[src/rtl/odt_pd_pkg.sv]
package odt_pd_pkg;
  typedef enum logic [1:0] {
    ODT_SYNC  = 2'b00,
    ODT_TRANS = 2'b01,
    ODT_ASYNC = 2'b10
  } odt_mode_e;

  typedef enum logic [1:0] {
    ST_IDLE = 2'd0,
    ST_WIN  = 2'd1,
    ST_HOLD = 2'd2,
    ST_PD   = 2'd3
  } pd_state_e;
endpackage

[src/rtl/odt_lat_calc.sv]
module odt_lat_calc #(
  parameter int LAT_W = 4
) (
  input  logic             clk,
  input  logic             rst_n,
  input  logic [LAT_W-1:0] cwl_i,
  input  logic [LAT_W-1:0] al_i,
  output logic [LAT_W:0]   tanpd_o
);
  localparam int WL_W = LAT_W + 1;

  logic [WL_W-1:0] wl;
  logic [WL_W-1:0] odtl_on;
  logic [WL_W-1:0] odtl_off;
  logic [WL_W-1:0] on_p1;
  logic [WL_W-1:0] off_p1;

  always_comb begin
    wl       = WL_W'(cwl_i) + WL_W'(al_i);
    odtl_on  = (wl >= WL_W'(2)) ? wl - WL_W'(2) : '0;
    odtl_off = (wl >= WL_W'(2)) ? wl - WL_W'(2) : '0;
    on_p1    = odtl_on + WL_W'(1);
    off_p1   = odtl_off + WL_W'(1);
    tanpd_o  = (on_p1 > off_p1) ? on_p1 : off_p1;
  end

  AST_WINDOW_NONZERO: assert property (@(posedge clk) disable iff (!rst_n)
    tanpd_o != '0);
endmodule

[src/rtl/odt_rfc_timer.sv]
module odt_rfc_timer #(
  parameter int RFC_W = 9
) (
  input  logic             clk,
  input  logic             rst_n,
  input  logic             ref_stb_i,
  input  logic [RFC_W-1:0] trfc_i,
  output logic [RFC_W-1:0] cnt_o,
  output logic [RFC_W-1:0] cnt_nxt_o
);
  logic             cnt_en;
  logic [RFC_W-1:0] cnt_q;

  always_comb begin
    cnt_en    = ref_stb_i || (cnt_q != '0);
    cnt_nxt_o = cnt_q;
    if (ref_stb_i)           cnt_nxt_o = trfc_i;
    else if (cnt_q != '0)    cnt_nxt_o = cnt_q - RFC_W'(1);
  end

  always_ff @(posedge clk or negedge rst_n) begin
    if (!rst_n)      cnt_q <= '0;
    else if (cnt_en) cnt_q <= cnt_nxt_o;
  end

  assign cnt_o = cnt_q;

  AST_RFC_COUNTDOWN: assert property (@(posedge clk) disable iff (!rst_n)
    (cnt_q != '0 && !ref_stb_i) |=> (cnt_q == $past(cnt_q) - RFC_W'(1)));
endmodule

[src/rtl/odt_pd_seq.sv]
module odt_pd_seq
  import odt_pd_pkg::*;
#(
  parameter int LAT_W = 4,
  parameter int RFC_W = 9
) (
  input  logic             clk,
  input  logic             rst_n,
  input  logic             pd_req_i,
  input  logic             pd_dll_on_i,
  input  logic [LAT_W:0]   tanpd_i,
  input  logic [RFC_W-1:0] rfc_cnt_i,
  input  logic [RFC_W-1:0] rfc_nxt_i,
  output logic             cke_o,
  output logic [1:0]       odt_mode_o,
  output logic             busy_o
);
  localparam int WIN_W = LAT_W + 1;

  pd_state_e        state_q, state_d;
  logic [WIN_W-1:0] win_q, win_d;
  logic             win_en;

  always_comb begin
    state_d = state_q;
    win_d   = win_q;
    win_en  = 1'b0;
    case (state_q)
      ST_IDLE: if (pd_req_i) begin
        state_d = ST_WIN;
        win_d   = tanpd_i - WIN_W'(1);
        win_en  = 1'b1;
      end
      ST_WIN: begin
        if (win_q == '0) begin
          state_d = (rfc_nxt_i != '0) ? ST_HOLD : ST_PD;
        end else begin
          win_d  = win_q - WIN_W'(1);
          win_en = 1'b1;
        end
      end
      ST_HOLD: if (rfc_nxt_i == '0) state_d = ST_PD;
      ST_PD:   if (!pd_req_i)       state_d = ST_IDLE;
      default: state_d = ST_IDLE;
    endcase
  end

  always_ff @(posedge clk or negedge rst_n) begin
    if (!rst_n) begin
      state_q <= ST_IDLE;
      win_q   <= '0;
    end else begin
      state_q <= state_d;
      if (win_en) win_q <= win_d;
    end
  end

  always_comb begin
    cke_o  = (state_q == ST_IDLE) || (state_q == ST_WIN);
    busy_o = (state_q == ST_WIN) || (state_q == ST_HOLD);
    case (state_q)
      ST_WIN, ST_HOLD: odt_mode_o = pd_dll_on_i ? ODT_SYNC : ODT_TRANS;
      ST_PD:           odt_mode_o = pd_dll_on_i ? ODT_SYNC : ODT_ASYNC;
      default:         odt_mode_o = ODT_SYNC;
    endcase
  end

  AST_MODE_LEGAL: assert property (@(posedge clk) disable iff (!rst_n)
    odt_mode_o != 2'b11);
  AST_DLL_ON_SYNC: assert property (@(posedge clk) disable iff (!rst_n)
    pd_dll_on_i |-> (odt_mode_o == ODT_SYNC));
  AST_CKE_FALL_AT_WIN_END: assert property (@(posedge clk) disable iff (!rst_n)
    $fell(cke_o) |-> ($past(win_q) == '0));
  AST_HOLD_NEEDS_RFC: assert property (@(posedge clk) disable iff (!rst_n)
    (state_q == ST_HOLD) |-> (rfc_cnt_i != '0));
  AST_BUSY_DROP_CKE_LOW: assert property (@(posedge clk) disable iff (!rst_n)
    $fell(busy_o) |-> !cke_o);
endmodule

[src/rtl/odt_pd_tracker.sv]
module odt_pd_tracker
  import odt_pd_pkg::*;
#(
  parameter int LAT_W = 4,
  parameter int RFC_W = 9
) (
  input  logic             clk,
  input  logic             rst_n,
  input  logic [LAT_W-1:0] cwl_i,
  input  logic [LAT_W-1:0] al_i,
  input  logic             pd_dll_on_i,
  input  logic             ref_stb_i,
  input  logic             pd_req_i,
  input  logic [RFC_W-1:0] trfc_i,
  output logic             cke_o,
  output logic [1:0]       odt_mode_o,
  output logic             busy_o
);
  logic [1:0]       rst_sync_q;
  logic             rst_n_s;
  logic [LAT_W:0]   tanpd;
  logic [RFC_W-1:0] rfc_cnt;
  logic [RFC_W-1:0] rfc_nxt;

  always_ff @(posedge clk or negedge rst_n) begin
    if (!rst_n) rst_sync_q <= 2'b00;
    else        rst_sync_q <= {rst_sync_q[0], 1'b1};
  end
  assign rst_n_s = rst_sync_q[1];

  odt_lat_calc #(.LAT_W(LAT_W)) u_lat (
    .clk     (clk),
    .rst_n   (rst_n_s),
    .cwl_i   (cwl_i),
    .al_i    (al_i),
    .tanpd_o (tanpd)
  );

  odt_rfc_timer #(.RFC_W(RFC_W)) u_rfc (
    .clk       (clk),
    .rst_n     (rst_n_s),
    .ref_stb_i (ref_stb_i),
    .trfc_i    (trfc_i),
    .cnt_o     (rfc_cnt),
    .cnt_nxt_o (rfc_nxt)
  );

  odt_pd_seq #(.LAT_W(LAT_W), .RFC_W(RFC_W)) u_seq (
    .clk         (clk),
    .rst_n       (rst_n_s),
    .pd_req_i    (pd_req_i),
    .pd_dll_on_i (pd_dll_on_i),
    .tanpd_i     (tanpd),
    .rfc_cnt_i   (rfc_cnt),
    .rfc_nxt_i   (rfc_nxt),
    .cke_o       (cke_o),
    .odt_mode_o  (odt_mode_o),
    .busy_o      (busy_o)
  );
endmodule

[config.mk]
export PLATFORM = sky130hd
export DESIGN_NAME = odt_pd_tracker
export DESIGN_NICKNAME = d
export VERILOG_FILES = /design/src/rtl/odt_pd_pkg.sv /design/src/rtl/odt_lat_calc.sv /design/src/rtl/odt_rfc_timer.sv /design/src/rtl/odt_pd_seq.sv /design/src/rtl/odt_pd_tracker.sv
export SDC_FILE = /design/constraint.sdc
export NUM_CORES = 1
export LEC_CHECK = 0
export ABC_CLOCK_PERIOD_IN_PS = 2450
export BUFFER_PORTS_ARGS = -buffer_cell sky130_fd_sc_hd__buf_2
export CORE_AREA = 2 2 54 56
export CTS_CLUSTER_SIZE = 25
export DETAILED_ROUTE_END_ITERATION = 8
export DIE_AREA = 0 0 56 58
export HOLD_SLACK_MARGIN = 0.08
export PLACE_DENSITY_LB_ADDON = 0.08
export SLEW_MARGIN = 30
export SYNTH_ARGS = -nofsm -noshare
export SYNTH_HDL_FRONTEND = slang
export SYNTH_SLANG_ARGS = --single-unit
[constraint.sdc]
create_clock -name clk -period 2.45 [get_ports clk]
set_input_delay 0.1225 -clock clk [delete_from_list [all_inputs] [get_ports clk]]
set_output_delay 0.1225 -clock clk [all_outputs]
set_load 0.01 [all_outputs]
---- Word-level counts from Yosys, hierarchy flattened ----
Index checks and enable logic that the tools add are counted.
storage, ports and cells
  bits in registers ....................... 18
  bits of input ports ..................... 22
  output and inout bits ................... 4
  word-level logic and storage cells ...... 49
cells by class
  add/subtract/negate cells ............... 6
  magnitude comparators ................... 1
  equal/unequal tests ..................... 8
  muxes and demuxes ....................... 18
  reductions and logical operators ........ 12
operator list
  cell                   number
  $mux W9                2
  $reduce_bool A9 Y1     2
  $mux W5                3
  $mux W2                5
  $pmux W5 S2            1
  $sub A5 B1 Y5 const B  2
  $logic_not A9 Y1       1
  $sub A9 B1 Y9 const B  1
  $pmux W2 S4            1
  $reduce_and A4 Y1      2
  $ne A2 B2 Y1 const B   3
  $add A4 B4 Y5          1
  $add A5 B1 Y5 const B  1
  $ge A5 B2 Y1 const B   1
  $logic_not A5 Y1       1
  $sub A5 B2 Y5 const B  1
  $eq A2 B2 Y1 const B   2
  $mux W1                4
  $ne A2 B1 Y1 const B   2
  $pmux W2 S2            1
  $logic_or A1 B1 Y1     3
  $eq A2 B1 Y1 const B   1
  $logic_not A2 Y1       1
  $pmux W1 S2            1
  other kinds (2)        2

---- Depth between registers and ports, before layout ----
Gate-level depths: netlist of the first run.
  depth in word-level cells ............... 7
  mapped depth ............................ 9
  depth with buffers taken out ............ 9

---- Hierarchy ----
A second synthesis of the first run with hierarchy kept.
unflattened totals
  cells, all modules ...................... 183
  area total of the unflattened synthesis .. 1,629.1 um^2
by module, submodules not included
  module          instances  cells each  area an instance (um^2)
  odt_pd_seq      1          69          630.6
  odt_rfc_timer   1          71          630.6
  odt_lat_calc    1          40          314.1
  odt_pd_tracker  1          3           53.8

---- Worst setup path before layout of the first run ----
Ideal clock, no wire load.
  kind .................................... register -> register
  start point ............................. register u_rfc.cnt_q[0] (netlist: u_rfc.cnt_o[0])
  end point ............................... register u_seq.state_q[1]
  arrival time ............................ 2,251 ps
  required time ........................... 2,325 ps
  path slack .............................. 74 ps
  stages on the path, launching flop included .. 9
  buffers on the path ..................... 0
  cell sequence ........................... dfrtp_1 -> inv_1 -> ha_1 -> or4b_4 -> o41a_1 -> a2bb2oi_2 -> nor4_4 -> a31oi_1 -> mux2_4
between the ends
  longest elaborated chain between the ends .. 6
  elaborated cells on any way between the ends .. 7
  classes of those cells .................. 1 x add/sub; 1 x eq/ne; 2 x mux; 3 x reduce/logical
RTL lines
  what                                                 RTL line             RTL
  start, declared                                      odt_rfc_timer.sv:12  logic [RFC_W-1:0] cnt_q;
  start signal, assigned                               odt_rfc_timer.sv:23  else if (cnt_en) cnt_q <= cnt_nxt_o;
  $sub A9 B1 Y9 or $reduce_bool A9 Y1 (tied branches)  odt_rfc_timer.sv:18  else if (cnt_q != '0) cnt_nxt_o = cnt_q - RFC_W'(1);
  $mux W9 *                                            odt_rfc_timer.sv:18
  $mux W9 *                                            odt_rfc_timer.sv:17  if (ref_stb_i) cnt_nxt_o = trfc_i;
  $logic_not A9 Y1 *                                   odt_pd_seq.sv:42     ST_HOLD: if (rfc_nxt_i == '0) state_d = ST_PD;
  $ne A2 B1 Y1 (no line) *                             -
  $reduce_and A4 Y1 (no line) *                        -
  end signal, assigned                                 odt_pd_seq.sv:53     state_q <= state_d;
  end, declared                                        odt_pd_seq.sv:20     pd_state_e state_q, state_d;
Mark *: on every way between the ends. The rest lies on a longest branch, timed or not.
A chain may end at the register's enable or synchronous reset.

---- Worst setup path in the final report of the first run ----
  start point ............................. register u_rfc.cnt_q[1] (netlist: u_rfc.cnt_o[1])
  end point ............................... register u_seq.state_q[1]
Same word-level chain as after synthesis.

==> results.txt, run 1 <==
Status: completed
Die Area: 3250 um2
CTS tree: done
Least-Margin Pin Slew: 0.800 ns
Post-synth ARST share: 100%
CTS root buf: clkbuf_4
Most frequent cells after synthesis: 18 x dfrtp_1, 18 x inv_1, 13 x ha_1
Met3 usage: 2.01%
Final Hold Viols: 0
Register area share after synthesis: 29.8%
Clock H-tree levels: 1
Main synth FF type: dfrtp_1
Synthesized cell area: 1510 um2
Inserted Diodes: 0
Tot GR Track Use: 20.9%
Congestion Overflow GR: 0
Crit path max-delay cell type: or4b_4
Synthesized area per cell: 9.51 um2
Share of post-route cells with drive strength above 1: 28.3%
Die Height: 58 um
PD cells: 791 nW/um2
DRT antenna net count: 0
Static leakage: 0.793 nW
Gp weighted congestion: 0.884
Achievable frequency: 0.416 GHz
#FFs+latches synth: 18
Period utilization: 98.2%
Worst setup EP type: flop
Max Cap Viol: 0
Final Skew: 0.00691 ns
Minimum clock period: 2.41 ns
Post-synth top area share: 29.8%
Post-Place Cell Area: 1690 um2
CTS max path bufs: 2
Endpoints failing setup: 0
Routing usage on met1: 26.3%
Post-synth top area cell: dfrtp_1
Inserted Clock Buffers: 3
IO buf count: 25
Worst path max stage delay: 0.49 ns
# rows: 19
CP Cell Sequence: inv_1 -> ha_2 -> or4b_4 -> o41ai_4 -> o21ai_2 -> nor4_4 -> a31oi_2 -> mux2_4
Gate Count Post-Synth: 159
Initial DRT Pass Iterations: 4
Final slew viol count: 0
Maximum vdd drop: 0.000770 V
Largest net degree at the start of global routing: 19
Yosys cell types: 53
Vias in the first global route: 1305
Design Area, Final: 1780 um2
Ys Warns: 0
WHS: 0.0979 ns
Post-route DRC: 0
Most Used Layer, Global Route: met2
IO Pins: 26
WP data arrival: 2.58 ns
Util after Layout: 66.7%
Global routing usage on met2: 39.0%
Nets: 229
Critical path fanouts, max: 4
Critical Path RT: 2.62 ns
DRT iter0 DRCs: 38
Die Wd: 56 um
Post-synth EDFFs: 0
Total wire length: 3230 um
CP Class: flop to flop
Starting density of the core: 56.8%
Clock-pin slew on the worst setup and hold paths: 0.09 ns
CTS Sinks: 18
Worst hold path type: input port to flop
Initial antenna violation count: 0
Post-route setup TNS: 0 ns
RSZ-0062 raised after global routing: true
Detail-routed via count per cell: 6.06
Worst relative slew slack: 46.0%
CP Launch Type: flop
Post-DP HPWL: 2610 um
Core Footprint: 2660 um2
WL/cell: 14.5 um
Vias: 1345
Worst-skew pair later-pin latency: 0.28 ns
First-pass GRT wire length: 5530 um
Main area contributors after synthesis: dfrtp_1 30%, ha_1 11%, inv_1 4.5%, nor4_4 4.2%, o21ai_0 4.0%
Syn Nets: 195
Synth-to-Final Area Change: 17.5%
==> worst paths after layout <==
path	cells past startpoint	slack [ns]	from	to
worst min-delay path	3	0.1	trfc_i[0]	u_rfc.cnt_o[0]
max in group asynchronous	0	1.79	rst_sync_q[1]	u_rfc.cnt_o[7]
worst max-delay path	8	0.04	u_rfc.cnt_o[1]	u_seq.state_q[1]
worst max register to register	8	0.04	u_rfc.cnt_o[1]	u_seq.state_q[1]
worst min register to register	0	0.25	rst_sync_q[1]	u_rfc.cnt_o[8]
min in group asynchronous	2	0.16	rst_n	rst_sync_q[1]
==> metrics by stage <==
step	setup slack, ns	instances	total power [mW]
floorplan	0.0738	159	1.05
global placement	0.0383	216	1.21
detailed placement	-0.0488	216	1.26
CTS	0.00488	221	1.41
global route	-0.0878	222	1.54
finish	0.0445	222	1.40
==> critical path: cells and delay by family, from the launching register on <==
| kind | cells | cell delay [ns] |
|---|---|---|
| mux | 1 | 0.31 |
| buf+inv | 1 | 0.07 |
| flops | 1 | 0.40 |
| simple gates | 2 | 0.81 |
| fa+ha+maj | 1 | 0.18 |
| compound gates | 3 | 0.53 |
==> routing by layer <==
layer	wire length [um]	share of wire [%]
met1	1370	42
met2	1700	53
met3	128	4.0
met4	26	0.81
met5	0	0
==> layout by cell type (no fill, tap or decap), drive strengths merged, types with 7 or more instances in the layout <==
master  netlist  final
o21ai        13     13
ha           13     13
nand2        11     11
buf           4     33
nor2          7      7
dfrtp        18     18
inv          18     18
a21oi         8      8
==> what timing repair did <==
item,in CTS,in global routing
pin swaps,1,2
hold endpoints to repair,3,0
buffers inserted,0,1
hold buffers,2,0
resized for setup,2,4
setup endpoints to repair,1,1
==> cell type report <==
| class | count | area (um2) |
|---|---|---|
| timing repair buffer | 35 | 205 |
| multi-input combinational | 117 | 991 |
| sequential | 18 | 450 |
| tap | 31 | 38.8 |
| clock buffer | 3 | 22.5 |
| inverter | 18 | 67.6 |
| fill | 227 | 887 |
==> registers in the layout (all words and copies together) (netlist names) <==
name,cells
rst_sync_q,2
u_seq.win_q,5
u_seq.state_q,2
u_rfc.cnt_o,9
==> kinds of logic after synthesis <==
family | share of synthesized area (%)
adders and majority gates | 12.1
buffers and inverters | 6.70
and+or+nand+nor | 20.0
xor gates and xnor gates | 3.48
DFF | 29.8
AOI/OAI and AO/OA | 26.7
other | 0.248
muxes | 0.993
==> power by group <==
group          internal (mW)  total, mW  switching (mW)
Combinational          0.355      0.795           0.440
Clock                 0.0569      0.132          0.0754
Sequential             0.380      0.478          0.0981
(Power assumes the default switching activity.)
==> run 2, diff against run 1 <==
--- a/config.mk
+++ b/config.mk
@@ -7,10 +7,10 @@
 export LEC_CHECK = 0
 export ABC_CLOCK_PERIOD_IN_PS = 2450
 export BUFFER_PORTS_ARGS = -buffer_cell sky130_fd_sc_hd__buf_2
-export CORE_AREA = 2 2 54 56
+export CORE_AREA = 2 2 41 72
 export CTS_CLUSTER_SIZE = 25
 export DETAILED_ROUTE_END_ITERATION = 8
-export DIE_AREA = 0 0 56 58
+export DIE_AREA = 0 0 43 74
 export HOLD_SLACK_MARGIN = 0.08
 export PLACE_DENSITY_LB_ADDON = 0.08
 export SLEW_MARGIN = 30
==> run 2 against run 1 <==
Net effect: global-route usage is 2.3 points higher; highest routed layer unchanged; largest power group unchanged; via count increased by 1.1%; critical endpoint unchanged; worst setup slack lost 0.022 ns; flip-flop and latch count unchanged; sequential share of layout area fell by 0.56 points.
==> results.txt, run 2 (same netlist as run 1, synthesis figures left out) <==
Status: completed (unchanged)
Critical Path RT: 2.59 ns (was 2.62 ns)
Largest net degree at the start of global routing: 17 (was 19)
Period utilization: 99.1% (was 98.2%)
Final Hold Viols: 0 (unchanged)
Total wire length: 3350 um (was 3230 um)
CP bufs+invs: 1 (unchanged)
Static leakage: 0.815 nW (was 0.793 nW)
Global routing usage on met2: 46.0% (was 39.0%)
Vias in the first global route: 1341 (was 1305)
DRT antenna net count: 0 (unchanged)
Minimum clock period: 2.43 ns (was 2.41 ns)
Die Area: 3180 um2 (was 3250 um2)
CTS tree: done (unchanged)
# rows: 25 (was 19)
Vias: 1360 (was 1345)
Total Power: 1.51 mW (was 1.40 mW)
Final Skew: 0.000895 ns (was 0.00691 ns)
CP Class: flop to flop (unchanged)
Initial DRT Pass Iterations: 4 (unchanged)
Critical path fanouts, max: 3 (was 4)
Worst-skew pair later-pin latency: 0.25 ns (was 0.28 ns)
WL/cell: 15.1 um (was 14.5 um)
PD cells: 834 nW/um2 (was 791 nW/um2)
Nets: 232 (was 229)
Worst path max stage delay: 0.47 ns (was 0.49 ns)
Synth-to-Final Area Change: 20.1% (was 17.5%)
Clock H-tree levels: 1 (unchanged)
Post-DP HPWL: 2740 um (was 2610 um)
Maximum vdd drop: 0.000649 V (was 0.000770 V)
Initial antenna violation count: 0 (unchanged)
Die Height: 74 um (was 58 um)
RSZ-0062 raised after global routing: true (unchanged)
Post-route DRC: 0 (unchanged)
Gp weighted congestion: 0.866 (was 0.884)
Worst setup EP type: flop (unchanged)
DRT iter0 DRCs: 21 (was 38)
CP top delay family: compound AO/OA/AOI/OAI gates (was simple AND/OR/NAND/NOR gates)
IO buf count: 25 (unchanged)
Final slew viol count: 0 (unchanged)
Least-Margin Pin Slew: 0.773 ns (was 0.800 ns)
Endpoints failing setup: 0 (unchanged)
Congestion Overflow GR: 0 (unchanged)
Worst hold path type: input port to flop (unchanged)
Die Wd: 43 um (was 56 um)
Crit path max-delay cell type: or4b_4 (unchanged)
Clock-pin slew on the worst setup and hold paths: 0.06 ns (was 0.09 ns)
CTS Sinks: 18 (unchanged)
Most Used Layer, Global Route: met2 (unchanged)
Achievable frequency: 0.412 GHz (was 0.416 GHz)
Inserted Diodes: 0 (unchanged)
Inserted Clock Buffers: 3 (unchanged)
Most frequent cells in the layout: 25 x buf_2, 18 x dfrtp_1, 16 x inv_1 (was 25 x buf_2, 18 x inv_1, 18 x dfrtp_1)
Tot GR Track Use: 23.2% (was 20.9%)
Core Footprint: 2630 um2 (was 2660 um2)
CTS root buf: clkbuf_8 (was clkbuf_4)
Starting density of the core: 57.5% (was 56.8%)
Post-Place Cell Area: 1700 um2 (was 1690 um2)
Max reg flops: 9 (unchanged)
Met3 usage: 3.16% (was 2.01%)
Routing usage on met1: 21.9% (was 26.3%)
CP Cell Sequence: inv_2 -> ha_4 -> or4b_4 -> o41a_1 -> a2bb2oi_2 -> nor4_4 -> a31oi_2 -> mux2_4 (was inv_1 -> ha_2 -> or4b_4 -> o41ai_4 -> o21ai_2 -> nor4_4 -> a31oi_2 -> mux2_4)
IO Pins: 26 (unchanged)
Max Cap Viol: 0 (unchanged)
Worst relative slew slack: 47.8% (was 46.0%)
CTS max path bufs: 2 (unchanged)
Detail-routed via count per cell: 6.13 (was 6.06)
Design Area, Final: 1820 um2 (was 1780 um2)
Share of post-route cells with drive strength above 1: 30.8% (was 28.3%)
WP data arrival: 2.57 ns (was 2.58 ns)
Most common cell after layout, fill and taps aside: buf_2 (unchanged)
First-pass GRT wire length: 5650 um (was 5530 um)
CP Launch Type: flop (unchanged)
run 2: cell count changes in the layout (fill, tap and decap cells not counted), sizes merged:
cell	previous run	this run
clkbuf	3	4
buf	33	37
dlygate4sd3	2	1
run 2: routing by layer:
| metal | share of wire (%) | routed length [um] |
|---|---|---|
| met3 | 2.9 | 96 |
| met4 | 3.9 | 130 |
| met1 | 36 | 1200 |
| met2 | 58 | 1930 |
| met5 | 0 | 0 |
run 2: tightest hold or removal path, delay by kind of cell:
kind	cells	cell delay [ns]
buf+inv	1	0.09
compound gates	1	0.08
simple gates	1	0.04
run 2: final timing paths:
path / slack (ns) / cells past startpoint / startpoint / endpoint
min in group asynchronous: 0.18 / 2 / rst_n / rst_sync_q[0]
max reg2reg: 0.02 / 8 / u_rfc.cnt_o[0] / u_seq.state_q[1]
min reg2reg: 0.25 / 0 / rst_sync_q[1] / u_rfc.cnt_o[1]
max in group asynchronous: 1.80 / 0 / rst_sync_q[1] / u_seq.state_q[0]
min: 0.12 / 3 / trfc_i[1] / u_rfc.cnt_o[1]
max: 0.02 / 8 / u_rfc.cnt_o[0] / u_seq.state_q[1]
run 2: cell type report:
type / instances / area, um2
Clock buffer: 4 / 55.1
Sequential cell: 18 / 450
Multi-Input combinational cell: 117 / 983
Tap cell: 27 / 33.8
Inverter: 18 / 67.6
Timing Repair Buffer: 38 / 225
Fill cell: 222 / 812
run 2: repair_timing:
item | in CTS | in global routing
buffers inserted | 0 | 3
hold endpoints to repair | 2 | 0
gates resized for setup | 1 | 5
pin swaps | 2 | 6
hold buffers | 1 | 0
setup endpoints to repair | 1 | 1
run 2: power breakdown:
| part | switching (mW) | internal [mW] | total (mW) |
|---|---|---|---|
| registers | 0.0944 | 0.380 | 0.475 |
| logic | 0.437 | 0.366 | 0.803 |
| clock network | 0.0940 | 0.143 | 0.237 |
| total | 0.625 | 0.889 | 1.51 |
run 2: per-stage QoR:
step | utilization (%) | worst slack [ns] | TNS, ns | hold slack, ns | std cells
2_1_floorplan | - | 0.0738 | 0 | -0.173 | 159
3_5_place_dp | 64.9 | -0.0342 | -0.0342 | -0.0920 | 214
4_1_cts | 67.6 | 0.0147 | 0 | 0.122 | 219
6_report | 69.1 | 0.0229 | 0 | 0.119 | 222
3_3_place_gp | 64.9 | 0.0451 | 0 | -0.0937 | 214
5_1_grt | 69.1 | -0.0722 | -0.0722 | 0.153 | 222
